===== src/rtl/xlate_pkg.sv =====
package xlate_pkg;
  localparam int VA_W     = 24;
  localparam int PA_W     = 32;
  localparam int OFF_W    = 12;
  localparam int IDX_W    = 6;
  localparam int PTE_W    = 32;
  localparam int PPN_W    = PA_W - OFF_W;
  localparam int ENTRY_SH = 2;
  localparam int FLAG_V   = 0;
  localparam int FLAG_R   = 1;
  localparam int FLAG_W   = 2;

  typedef enum logic [2:0] {
    ST_IDLE, ST_L1_REQ, ST_L1_WAIT, ST_L2_REQ, ST_L2_WAIT, ST_DONE, ST_FAULT
  } walkState_e;

  typedef struct packed {
    logic capture;
    logic selLevel2;
    logic latchPte1;
    logic latchLeaf;
  } walkStrobe_t;
endpackage


===== src/rtl/xlate_dpath.sv =====
module xlate_dpath
  import xlate_pkg::*;
(
  input  logic              clk,
  input  logic              rstN,
  input  walkStrobe_t       strb,
  input  logic [VA_W-1:0]   reqVaddr,
  input  logic              reqWrite,
  input  logic [PA_W-1:0]   rootBase,
  input  logic [PTE_W-1:0]  memRspData,
  output logic [PA_W-1:0]   memReqAddr,
  output logic              pteValid,
  output logic              permOk,
  output logic [PA_W-1:0]   paddr
);
  localparam int PAD_W = PA_W - IDX_W - ENTRY_SH;

  logic [VA_W-1:0]  vaddrQ;
  logic [PA_W-1:0]  rootQ;
  logic             writeQ;
  logic [PPN_W-1:0] pte1PpnQ;
  logic [PA_W-1:0]  paddrQ;
  logic [IDX_W-1:0] idxHi, idxLo;
  logic [PA_W-1:0]  offHi, offLo;
  logic             unusedPteBits;

  assign idxHi = vaddrQ[OFF_W+2*IDX_W-1:OFF_W+IDX_W];
  assign idxLo = vaddrQ[OFF_W+IDX_W-1:OFF_W];
  assign offHi = {{PAD_W{1'b0}}, idxHi, {ENTRY_SH{1'b0}}};
  assign offLo = {{PAD_W{1'b0}}, idxLo, {ENTRY_SH{1'b0}}};

  assign memReqAddr = strb.selLevel2 ? ({pte1PpnQ, {OFF_W{1'b0}}} + offLo)
                                     : (rootQ + offHi);

  assign pteValid = memRspData[FLAG_V];
  assign permOk   = writeQ ? memRspData[FLAG_W] : memRspData[FLAG_R];
  assign unusedPteBits = ^memRspData[OFF_W-1:FLAG_W+1];
  assign paddr    = paddrQ;

  always_ff @(posedge clk) begin
    if (!rstN) begin
      vaddrQ   <= '0;
      rootQ    <= '0;
      writeQ   <= 1'b0;
      pte1PpnQ <= '0;
      paddrQ   <= '0;
    end else begin
      if (strb.capture) begin
        vaddrQ <= reqVaddr;
        rootQ  <= rootBase;
        writeQ <= reqWrite;
        paddrQ <= '0;
      end
      if (strb.latchPte1) pte1PpnQ <= memRspData[PTE_W-1:OFF_W];
      if (strb.latchLeaf) paddrQ   <= {memRspData[PTE_W-1:OFF_W], vaddrQ[OFF_W-1:0]};
    end
  end

  // the captured address stays put for the whole walk
  a_r2_vaddr_hold: assert property (@(posedge clk) disable iff (!rstN)
    !strb.capture |=> $stable(vaddrQ));
  // the low bits of the result come from the page offset
  a_r4_offset: assert property (@(posedge clk) disable iff (!rstN)
    strb.latchLeaf |=> paddrQ[OFF_W-1:0] == $past(vaddrQ[OFF_W-1:0]));
endmodule


===== src/rtl/xlate_ctrl.sv =====
module xlate_ctrl
  import xlate_pkg::*;
(
  input  logic        clk,
  input  logic        rstN,
  input  logic        reqValid,
  input  logic        memRspValid,
  input  logic        pteValid,
  input  logic        permOk,
  output walkStrobe_t strb,
  output logic        reqReady,
  output logic        memReqValid,
  output logic        donePulse,
  output logic        pageFault
);
  walkState_e state, nextState;

  always_ff @(posedge clk) begin
    if (!rstN) state <= ST_IDLE;
    else       state <= nextState;
  end

  always_comb begin
    nextState   = state;
    strb        = '0;
    reqReady    = 1'b0;
    memReqValid = 1'b0;
    donePulse   = 1'b0;
    pageFault   = 1'b0;
    case (state)
      ST_IDLE: begin
        reqReady = 1'b1;
        if (reqValid) begin
          strb.capture = 1'b1;
          nextState    = ST_L1_REQ;
        end
      end
      ST_L1_REQ: begin
        memReqValid = 1'b1;
        nextState   = ST_L1_WAIT;
      end
      ST_L1_WAIT: begin
        if (memRspValid) begin
          if (pteValid) begin
            strb.latchPte1 = 1'b1;
            nextState      = ST_L2_REQ;
          end else begin
            nextState = ST_FAULT;
          end
        end
      end
      ST_L2_REQ: begin
        memReqValid    = 1'b1;
        strb.selLevel2 = 1'b1;
        nextState      = ST_L2_WAIT;
      end
      ST_L2_WAIT: begin
        strb.selLevel2 = 1'b1;
        if (memRspValid) begin
          if (pteValid && permOk) begin
            strb.latchLeaf = 1'b1;
            nextState      = ST_DONE;
          end else begin
            nextState = ST_FAULT;
          end
        end
      end
      ST_DONE: begin
        donePulse = 1'b1;
        nextState = ST_IDLE;
      end
      ST_FAULT: begin
        donePulse = 1'b1;
        pageFault = 1'b1;
        nextState = ST_IDLE;
      end
      default: nextState = ST_IDLE;
    endcase
  end

  // a read request lasts exactly one cycle
  a_r9_req_pulse: assert property (@(posedge clk) disable iff (!rstN)
    memReqValid |=> !memReqValid);
  // completion strobe lasts exactly one cycle
  a_r4_done_pulse: assert property (@(posedge clk) disable iff (!rstN)
    donePulse |=> !donePulse);
  // an invalid top-level entry leads straight to a fault
  a_r5_l1_fault: assert property (@(posedge clk) disable iff (!rstN)
    (state == ST_L1_WAIT && memRspValid && !pteValid) |=> (donePulse && pageFault));
  // no completion while the walker advertises idle
  a_r8_ready_quiet: assert property (@(posedge clk) disable iff (!rstN)
    reqReady |-> !donePulse && !memReqValid);
  // a response seen while idle starts nothing
  a_r10_stray: assert property (@(posedge clk) disable iff (!rstN)
    (reqReady && !reqValid && memRspValid) |=> reqReady);
endmodule


===== src/rtl/xlate_walker.sv =====
module xlate_walker
  import xlate_pkg::*;
(
  input  logic             clk,
  input  logic             rstN,
  input  logic             reqValid,
  input  logic [23:0]      reqVaddr,
  input  logic             reqWrite,
  input  logic [31:0]      rootBase,
  output logic             reqReady,
  output logic             memReqValid,
  output logic [31:0]      memReqAddr,
  input  logic             memRspValid,
  input  logic [31:0]      memRspData,
  output logic             donePulse,
  output logic             pageFault,
  output logic [31:0]      paddr
);
  walkStrobe_t strb;
  logic        pteValid;
  logic        permOk;

  xlate_ctrl u_ctrl (
    .clk(clk), .rstN(rstN), .reqValid(reqValid), .memRspValid(memRspValid),
    .pteValid(pteValid), .permOk(permOk), .strb(strb), .reqReady(reqReady),
    .memReqValid(memReqValid), .donePulse(donePulse), .pageFault(pageFault)
  );

  xlate_dpath u_dpath (
    .clk(clk), .rstN(rstN), .strb(strb), .reqVaddr(reqVaddr),
    .reqWrite(reqWrite), .rootBase(rootBase), .memRspData(memRspData),
    .memReqAddr(memReqAddr), .pteValid(pteValid), .permOk(permOk),
    .paddr(paddr)
  );

  // a fault never carries an address
  a_r7_fault_zero: assert property (@(posedge clk) disable iff (!rstN)
    pageFault |-> donePulse && paddr == '0);
endmodule


===== config.mk =====
export PLATFORM = sky130hd
export DESIGN_NAME = xlate_walker
export DESIGN_NICKNAME = d
export VERILOG_FILES = /design/src/rtl/xlate_pkg.sv /design/src/rtl/xlate_dpath.sv /design/src/rtl/xlate_ctrl.sv /design/src/rtl/xlate_walker.sv
export SDC_FILE = /design/constraint.sdc
export NUM_CORES = 1
export LEC_CHECK = 0
export BUFFER_PORTS_ARGS = -buffer_cell sky130_fd_sc_hd__buf_2
export CAP_MARGIN = 20
export CORE_MARGIN = 2
export CORE_UTILIZATION = 45
export CTS_CLUSTER_DIAMETER = 120
export DETAILED_ROUTE_END_ITERATION = 10
export PLACE_DENSITY = 0.83
export SKIP_LAST_GASP = 1
export SYNTH_ARGS = -nofsm -noshare
export SYNTH_HDL_FRONTEND = slang
export SYNTH_SLANG_ARGS = --single-unit

===== constraint.sdc =====
create_clock -name clk -period 2.75 [get_ports clk]
set_clock_uncertainty 0.15 [all_clocks]
set_input_delay 0 -clock clk [delete_from_list [all_inputs] [get_ports clk]]
set_output_delay 0 -clock clk [all_outputs]
set_load 0.02 [all_outputs]

Word level (Yosys, flattened, before mapping)

Index checks and enable logic that the tools add are counted.

Reduce and logical (&&, ||, !) cells: 7
Mux-type cells: 23
Eq/ne operators: 9
Add/sub/neg operators: 2

Operators with widths:

| cell               | count |
|---|---|
| $mux 32            | 3 |
| $add 32x8->32      | 2 |
| $pmux 3 s5         | 1 |
| $mux 1             | 14 |
| $mux 3             | 4 |
| $eq 3x3->1 const B | 3 |
| $eq 3x2->1 const B | 2 |
| $ne 2x2->1 const B | 3 |
| $reduce_or 2->1    | 3 |
| $eq 3x1->1 const B | 1 |
| $logic_not 3->1    | 1 |
| $reduce_and 3->1   | 1 |
| $mux 2             | 1 |
| $reduce_bool 2->1  | 1 |
| $logic_and 1x1->1  | 1 |

Bits of input ports: 93
Word-level logic and storage cells: 47
Output and inout port bits: 68
Register bits: 112

Logic depth before layout (Yosys ltp)

Gate-level depths: netlist of run 1.

Depth after elaboration: 6
Depth in mapped cells: 9
Depth with buffers taken out: 7

By module

From an unflattened synthesis of run 1, not the netlist that was laid out.

Cell total of the unflattened synthesis: 637
Area total of the unflattened synthesis: 5799.3 sq um

Modules (own cells, without submodules):

| module      | cells an instance | area an instance (sq um) | seq. area each (sq um) | times used |
|---|---|---|---|---|
| xlate_dpath | 605               | 5535.3                   | 2182.1                 | 1 |
| xlate_ctrl  | 32                | 264.0                    | 60.1                   | 1 |

Least setup slack after synthesis of run 1

Ideal clock, no wire load.

Path type: reg-to-output
From: reg u_dpath.rootQ[2]
To: out memReqAddr[20]
Cell stages (with the launch flop): 9
Data required time: 2.600 ns
Arrival time: 2.152 ns
Slack: 0.448 ns
Path buffers: 1
Cell sequence: dfxtp_1 > ha_1 > fa_1 > a21oi_1 > o221ai_1 > clkbuf_1 > nand4_1 > xor2_1 > o21ai_0

Cells in the longest elaborated chain, start to end: 2

RTL lines:

| item                   | line               | text |
|---|---|---|
| from (decl)            | xlate_dpath.sv:19  | `logic [PA_W-1:0] rootQ;` |
| from (signal assigned) | xlate_dpath.sv:50  | `rootQ <= rootBase;` |
| $add 32x8->32          | xlate_dpath.sv:33  | `: (rootQ + offHi);` |
| $mux 32                | xlate_dpath.sv:32  | `assign memReqAddr = strb.selLevel2 ? ({pte1PpnQ, {OFF_W{1'b0}}} + offLo)` |
| to (decl)              | xlate_walker.sv:12 | `output logic [31:0] memReqAddr,` |

No other way between the ends.

Final worst setup path of run 1

From: reg u_dpath.rootQ[2]
To: out memReqAddr[16]

Same word-level chain as after synthesis.

==> results of run 1 <==
==> registers in the layout, summed over array words and instances, names as in the netlist <==
register,cells
u_dpath.paddr,32
u_dpath.rootQ,32
u_dpath.vaddrQ,24
u_dpath.pte1PpnQ,20
u_ctrl.state,3
u_dpath.writeQ,1
==> kinds of logic (layout without fill, tap and decap cells) <==
family	Yosys count	in the layout	share of synthesized area [%]
and+or+nand+nor	320	320	26.2
AOI/OAI and AO/OA	163	163	21.6
DFF	112	112	41.9
buffers and inverters	55	267	3.93
xor gates and xnor gates	24	24	3.93
adders and majority gates	7	7	1.78
muxes	3	3	0.608
other	0	1	0
==> what timing repair did <==
action,4_1_cts,5_1_grt
hold buffers,81,0
endpoints found under the hold margin,100,0
setup endpoints to repair,0,20
resized for setup,0,5
==> layout make-up <==
class	count	area [sq um]
fillers	949	4150
multi-input cells	517	2920
flip-flops and latches	112	2240
repair buffers	246	1680
clock buffers	10	239
well taps	143	179
clock inverters	6	82.6
inverters	5	18.8
diodes	1	2.50
==> cells in the final DEF (no fill, tap or decap), types with 4 or more instances in the layout <==
cell type	instances
nand2_1	227
buf_2	151
dfxtp_1	112
a21boi_0	104
dlygate4sd3_1	81
nand3_1	46
o21ai_0	23
xor2_1	21
buf_4	13
nor2_1	10
clkbuf_16	9
a21oi_1	7
and2_1	7
a21boi_1	6
ha_1	6
inv_1	5
nand2b_1	4
o211ai_1	4
==> per-layer routing <==
layer	share of wire [%]	vias to the layer above	GRT usage [%]
met2	50	184	40.3
met4	1.7	0	7.97
met1	42	2525	29.0
li1	-	2712	-
met5	0	-	0
met3	6.6	25	6.48
==> final timing paths <==
kind,to,cells past startpoint,slack (ps),from
min reg2reg,u_dpath.paddr[2]$_SDFFE_PN0P_,2,300,u_dpath.vaddrQ[2]$_SDFFE_PN0P_
max reg2reg,u_dpath.paddr[18]$_SDFFE_PN0P_,7,450,u_dpath.writeQ$_SDFFE_PN0P_
max,memReqAddr[16],9,130,u_dpath.rootQ[2]$_SDFFE_PN0P_
min,u_ctrl.state[0]$_SDFFE_PN0P_,5,40,reqValid
==> power groups by stage <==
| stage | clock network (mW) | logic (mW) | registers [mW] |
|---|---|---|---|
| global placement | 0 | 1.05 | 1.94 |
| detailed placement | 0 | 1.07 | 1.94 |
| global route | 1.51 | 1.29 | 1.93 |
| CTS | 1.44 | 1.16 | 1.91 |
| floorplan | 0 | 0.748 | 1.89 |
| finish | 1.41 | 1.17 | 1.91 |
==> worst min-delay path: cells and delay by family <==
kind / cells / cell delay (ps)
AO/OA/AOI/OAI: 2 / 220
buffers and inverters: 1 / 100
AND/OR/NAND/NOR: 2 / 180
==> flow_metrics.env, run 1 <==
export IMPL_drcViolationCount=8
export IMPL_gr_total_overflow=0
export IMPL_cp_end_kind="primary output"
export IMPL_synth_top_cells_by_count="nand2_1, dfxtp_1, a21boi_0"
export IMPL_start_util_pct=46.4
export IMPL_dp_hpwl_mm=9.60
export IMPL_async_flop_share_pct=0
export IMPL_critPathMaxFanout=12
export IMPL_worstSetupPathType="reg -> out"
export IMPL_fin_nets=991
export IMPL_cts_tree="built"
export IMPL_grt_pass1_vias=5322
export IMPL_die_x_um=113
export IMPL_post_synth_top_count_cell="nand2_1"
export IMPL_fin_cells=1040
export IMPL_comb_power_share_pct=26.1
export IMPL_die_area_sq_um=12800
export IMPL_synth_edf_count=0
export IMPL_grt_pass1_wl_mm=24.8
export IMPL_numPortBuffers=151
export IMPL_slew_headroom_pct=53.0
export IMPL_critPathMaxStageDelay_ps=370
export IMPL_numClockSinks=112
export IMPL_grt_total_usage_pct=23.7
export IMPL_synthFlopType="dfxtp_1"
export IMPL_drive_gt1_share_pct=21.5
export IMPL_synthTopCellsByArea="dfxtp_1, nand2_1, a21boi_0, nand3_1, xor2_1"
export IMPL_syn_num_nets=784
export IMPL_pre_cts_slack_ps=407
export IMPL_status="finished with violations"
export IMPL_cpMaxStageDelayCell="fa_2"
export IMPL_syn_inst=684
export IMPL_cts_root_buffer_cell="clkbuf_16"
export IMPL_slew_viol_final=0
export IMPL_vdd_drop_max_mv=0.423
export IMPL_row_count=39
export IMPL_yosys_warnings=0
export IMPL_area_delta_synth_final_pct=37.8
export IMPL_power_total_mw=4.49
export IMPL_cap_viol_max_count=0
export IMPL_post_synth_num_cell_types=46
export IMPL_die_h_um=113
export IMPL_fin_tns_setup_ps=0
export IMPL_cp_data_required_time_ps=2600
export IMPL_antenna_found_initial=1
export IMPL_crit_family="adder cells"
export IMPL_p_leak_nw=3.00
export IMPL_power_density_nw_per_um2=609
export IMPL_synth_area_leader_cell="dfxtp_1"
export IMPL_path_cells="ha_1 -> fa_2 -> a21oi_2 -> o221ai_1 -> buf_4 -> nand3_1 -> xor2_1 -> o21ai_0 -> buf_2"
export IMPL_core_sq_um=11500
export IMPL_tightest_slew_ps=706
export IMPL_clock_power_share_pct=31.4
export IMPL_routabilityCongestion=0.878
export IMPL_crit_buf_inv=2
export IMPL_post_cts_buffers=0
export IMPL_setup_viol_count_final=0
export IMPL_place_area_sq_um=6220
export IMPL_cp_arrival_ps=2470
export IMPL_p_switching_mw=1.45
export IMPL_power_switching_share_pct=32.4
export IMPL_power_frac_seq_pct=42.5
export IMPL_drt_pass1_iter_count=8
export IMPL_period_minus_slack_ps=2620
export IMPL_clkTransAtPathRegs_ps=70
export IMPL_ys_seq_elements=112
export IMPL_hold_path_class="in -> reg"
export IMPL_clock_path_buffers=2
export IMPL_post_drt_wl_per_cell_um=14.5
export IMPL_grt_max_degree=46
export IMPL_drtAntennaViolNets=0
export IMPL_ys_seq_area_share_pct=41.9
export IMPL_violations="DRC"
export IMPL_clk_latency_ps=350
export IMPL_synthesis_area_sq_um=5350
export IMPL_start_kind="flip-flop"
export IMPL_p_int_mw=3.04
export IMPL_worst_slack_ps=134
export IMPL_design_area_sq_um=7370
export IMPL_drtIter0Drc=442
export IMPL_dp_cells=942
export IMPL_whs_ps=41.9
export IMPL_wl_mm=15.1
export IMPL_viasPerCell=5.24
export IMPL_synth_avg_cell_area_sq_um=7.82
export IMPL_rsz0062_at_grt="no"
export IMPL_post_route_period_util_pct=95.1
export IMPL_cts_buffers_inserted=9
export IMPL_synth_top_cell_area_share_pct=41.9
export IMPL_finalHoldViolCount=0
export IMPL_postLayoutCoreUtil_pct=64.0
export IMPL_vias=5446
export IMPL_ios=161
export IMPL_ctsHtreeMaxLevel=3
export IMPL_fmaxAchievable_mhz=382
No activity file was read; power rests on OpenSTA's default activity.
==> run 2: changes to the inputs <==
--- a/config.mk
+++ b/config.mk
@@ -11,7 +11,7 @@
 export CORE_UTILIZATION = 45
 export CTS_CLUSTER_DIAMETER = 120
 export DETAILED_ROUTE_END_ITERATION = 10
-export PLACE_DENSITY = 0.83
+export PLACE_DENSITY_LB_ADDON = 0.25
 export SKIP_LAST_GASP = 1
 export SYNTH_ARGS = -nofsm -noshare
 export SYNTH_HDL_FRONTEND = slang
==> run 2 against run 1 <==
The flow still finishes with violations (DRC). Via count down 1.4%. Sequential power about the same. Total power about the same. Sequential share of layout area down 0.082 points. Final area up 0.27%. Die area unchanged. Combinational power about the same. Critical path type unchanged. Highest routed layer unchanged.
==> flow_metrics.env, run 2 (same netlist as run 1, synthesis figures left out) <==
export IMPL_status="finished with violations"
export IMPL_violations="DRC"
export IMPL_ctsHtreeMaxLevel=3
export IMPL_worstSetupPathType="reg -> out"
export IMPL_start_kind="flip-flop"
export IMPL_reg2regPathDepth=6
export IMPL_cp_data_required_time_ps=2600
export IMPL_viasPerCell=5.16
export IMPL_dp_hpwl_mm=10.1
export IMPL_grt_pass1_vias=5140
export IMPL_postLayoutCoreUtil_pct=64.1
export IMPL_r2r_start="u_ctrl.state[1]$_SDFFE_PN0P_"
export IMPL_cts_root_buffer_cell="clkbuf_16"
export IMPL_area_delta_synth_final_pct=38.2
export IMPL_fin_nets=994
export IMPL_r2r_end="u_dpath.vaddrQ[12]$_SDFFE_PN0P_"
export IMPL_grt_total_usage_pct=22.6
export IMPL_routabilityCongestion=0.876
export IMPL_period_minus_slack_ps=2620
export IMPL_hold_start="reqValid"
export IMPL_seq_area_sq_um=2240
export IMPL_multi_input_area_sq_um=2920
export IMPL_die_x_um=113
export IMPL_numPortBuffers=151
export IMPL_die_h_um=113
export IMPL_clock_path_buffers=2
export IMPL_drcViolationCount=11
export IMPL_p_leak_nw=3.02
export IMPL_post_drt_wl_per_cell_um=14.0
export IMPL_p_switching_mw=1.44
export IMPL_drtAntennaViolNets=0
export IMPL_numClockSinks=112
export IMPL_row_count=39
export IMPL_comb_power_share_pct=26.3
export IMPL_clk_latency_ps=340
export IMPL_drive_gt1_share_pct=21.5
export IMPL_drt_pass1_iter_count=7
export IMPL_path_cells="nand4_4 -> or4_4 -> nor2_1 -> or4b_1 -> nand3_1 -> buf_2"
export IMPL_wl_mm=14.5
export IMPL_core_sq_um=11500
export IMPL_critPathMaxFanout=6
export IMPL_ios=161
export IMPL_cts_tree="built"
export IMPL_power_density_nw_per_um2=607
export IMPL_antenna_cells=0
export IMPL_cap_viol_max_count=0
export IMPL_power_switching_share_pct=32.1
export IMPL_cpMaxStageDelayCell="or4_4"
export IMPL_gr_total_overflow=0
export IMPL_fin_tns_setup_ps=0
export IMPL_drtIter0Drc=307
export IMPL_clock_power_share_pct=31.3
export IMPL_finalHoldViolCount=0
export IMPL_cts_buffers_inserted=9
export IMPL_fillers=1036
export IMPL_p_int_mw=3.05
export IMPL_slew_headroom_pct=52.8
export IMPL_final_common_cell="nand2_1"
export IMPL_setup_viol_count_final=0
export IMPL_vias=5368
export IMPL_critPathMaxStageDelay_ps=600
export IMPL_power_frac_seq_pct=42.4
export IMPL_worstHoldEndpoint="u_dpath.vaddrQ[3]$_SDFFE_PN0P_"
export IMPL_cp_end_kind="primary output"
export IMPL_rsz0062_at_grt="no"
export IMPL_post_route_period_util_pct=95.4
export IMPL_vdd_drop_max_mv=0.365
export IMPL_slew_viol_final=0
export IMPL_r2r_slack_ps=550
export IMPL_start_util_pct=46.4
export IMPL_cp_arrival_ps=2470
export IMPL_final_cell_mix="nand2_1, buf_2, dfxtp_1"
export IMPL_antenna_found_initial=0
export IMPL_min_delay_path_depth=5
export IMPL_tightest_slew_ps=708
export IMPL_hold_path_class="in -> reg"
export IMPL_grt_max_degree=50
export IMPL_die_area_sq_um=12800
export IMPL_clkTransAtPathRegs_ps=70
export IMPL_grt_pass1_wl_mm=23.6
export IMPL_fmaxAchievable_mhz=381
[run 2: power by group through the flow]
stage          logic [mW]  registers (mW)  clock network (mW)
5_1_grt              1.32            1.92                1.49
2_1_floorplan       0.748            1.89                   0
3_5_place_dp         1.08            1.94                   0
3_3_place_gp         1.06            1.93                   0
4_1_cts              1.18            1.90                1.43
6_report             1.18            1.90                1.40
[run 2: repair_timing]
action                                  in CTS  in global routing
hold buffers                                82                  0
endpoints found under the setup margin       0                 11
resized for setup                            0                  4
setup buffers                                0                  0
hold endpoints to repair                   104                  0
[run 2: layer usage]
| metal | global-route usage [%] | vias to the layer above | routed length (um) |
|---|---|---|---|
| met5 | 0 | - | 0 |
| met4 | 6.83 | 0 | 194 |
| met3 | 3.86 | 15 | 653 |
| met2 | 40.7 | 130 | 7480 |
| met1 | 27.6 | 2512 | 6220 |
| li1 | - | 2711 | - |
[run 2: how the worst max path moves through the flow]
stage	startpoint	to	slack, ps
6_report	u_dpath.rootQ[9]$_SDFFE_PN0P_	memReqAddr[29]	130
5_1_grt	u_dpath.rootQ[4]$_SDFFE_PN0P_	memReqAddr[15]	20
4_1_cts	u_dpath.rootQ[2]$_SDFFE_PN0P_	memReqAddr[30]	30
3_5_place_dp	u_dpath.rootQ[2]$_SDFFE_PN0P_	memReqAddr[30]	420
3_3_place_gp	u_dpath.rootQ[2]$_SDFFE_PN0P_	memReqAddr[30]	420
2_1_floorplan	u_dpath.rootQ[2]$_SDFFE_PN0P_	memReqAddr[20]	450
[run 2: critical path, delay by kind of cell (launching register included)]
| family | cells | cell delay [ps] |
|---|---|---|
| buffers and inverters | 1 | 180 |
| DFF | 1 | 480 |
| and+or+nand+nor | 5 | 1470 |
[run 2: through the flow]
stage | power [mW] | instances | setup slack, ps | area, sq um | hold slack [ps]
after global placement | 2.99 | 944 | 419 | 6240 | 100
final | 4.49 | 1041 | 128 | 7390 | 6.88
after detailed placement | 3.02 | 944 | 417 | 6240 | 111
after CTS | 4.51 | 1041 | 29.4 | 7380 | 0.439
after global routing | 4.73 | 1041 | 16.5 | 7390 | 45.8
after floorplan | 2.64 | 684 | 448 | 5350 | -5.08
[run 2: layout make-up]
cell class | instances | share of cell area, %
clock buffers | 10 | 3.24
clock inverters | 5 | 1.10
inverters | 5 | 0.254
multi-input cells | 517 | 39.5
flip-flops and latches | 112 | 30.4
well taps | 143 | 2.42
repair buffers | 249 | 23.1
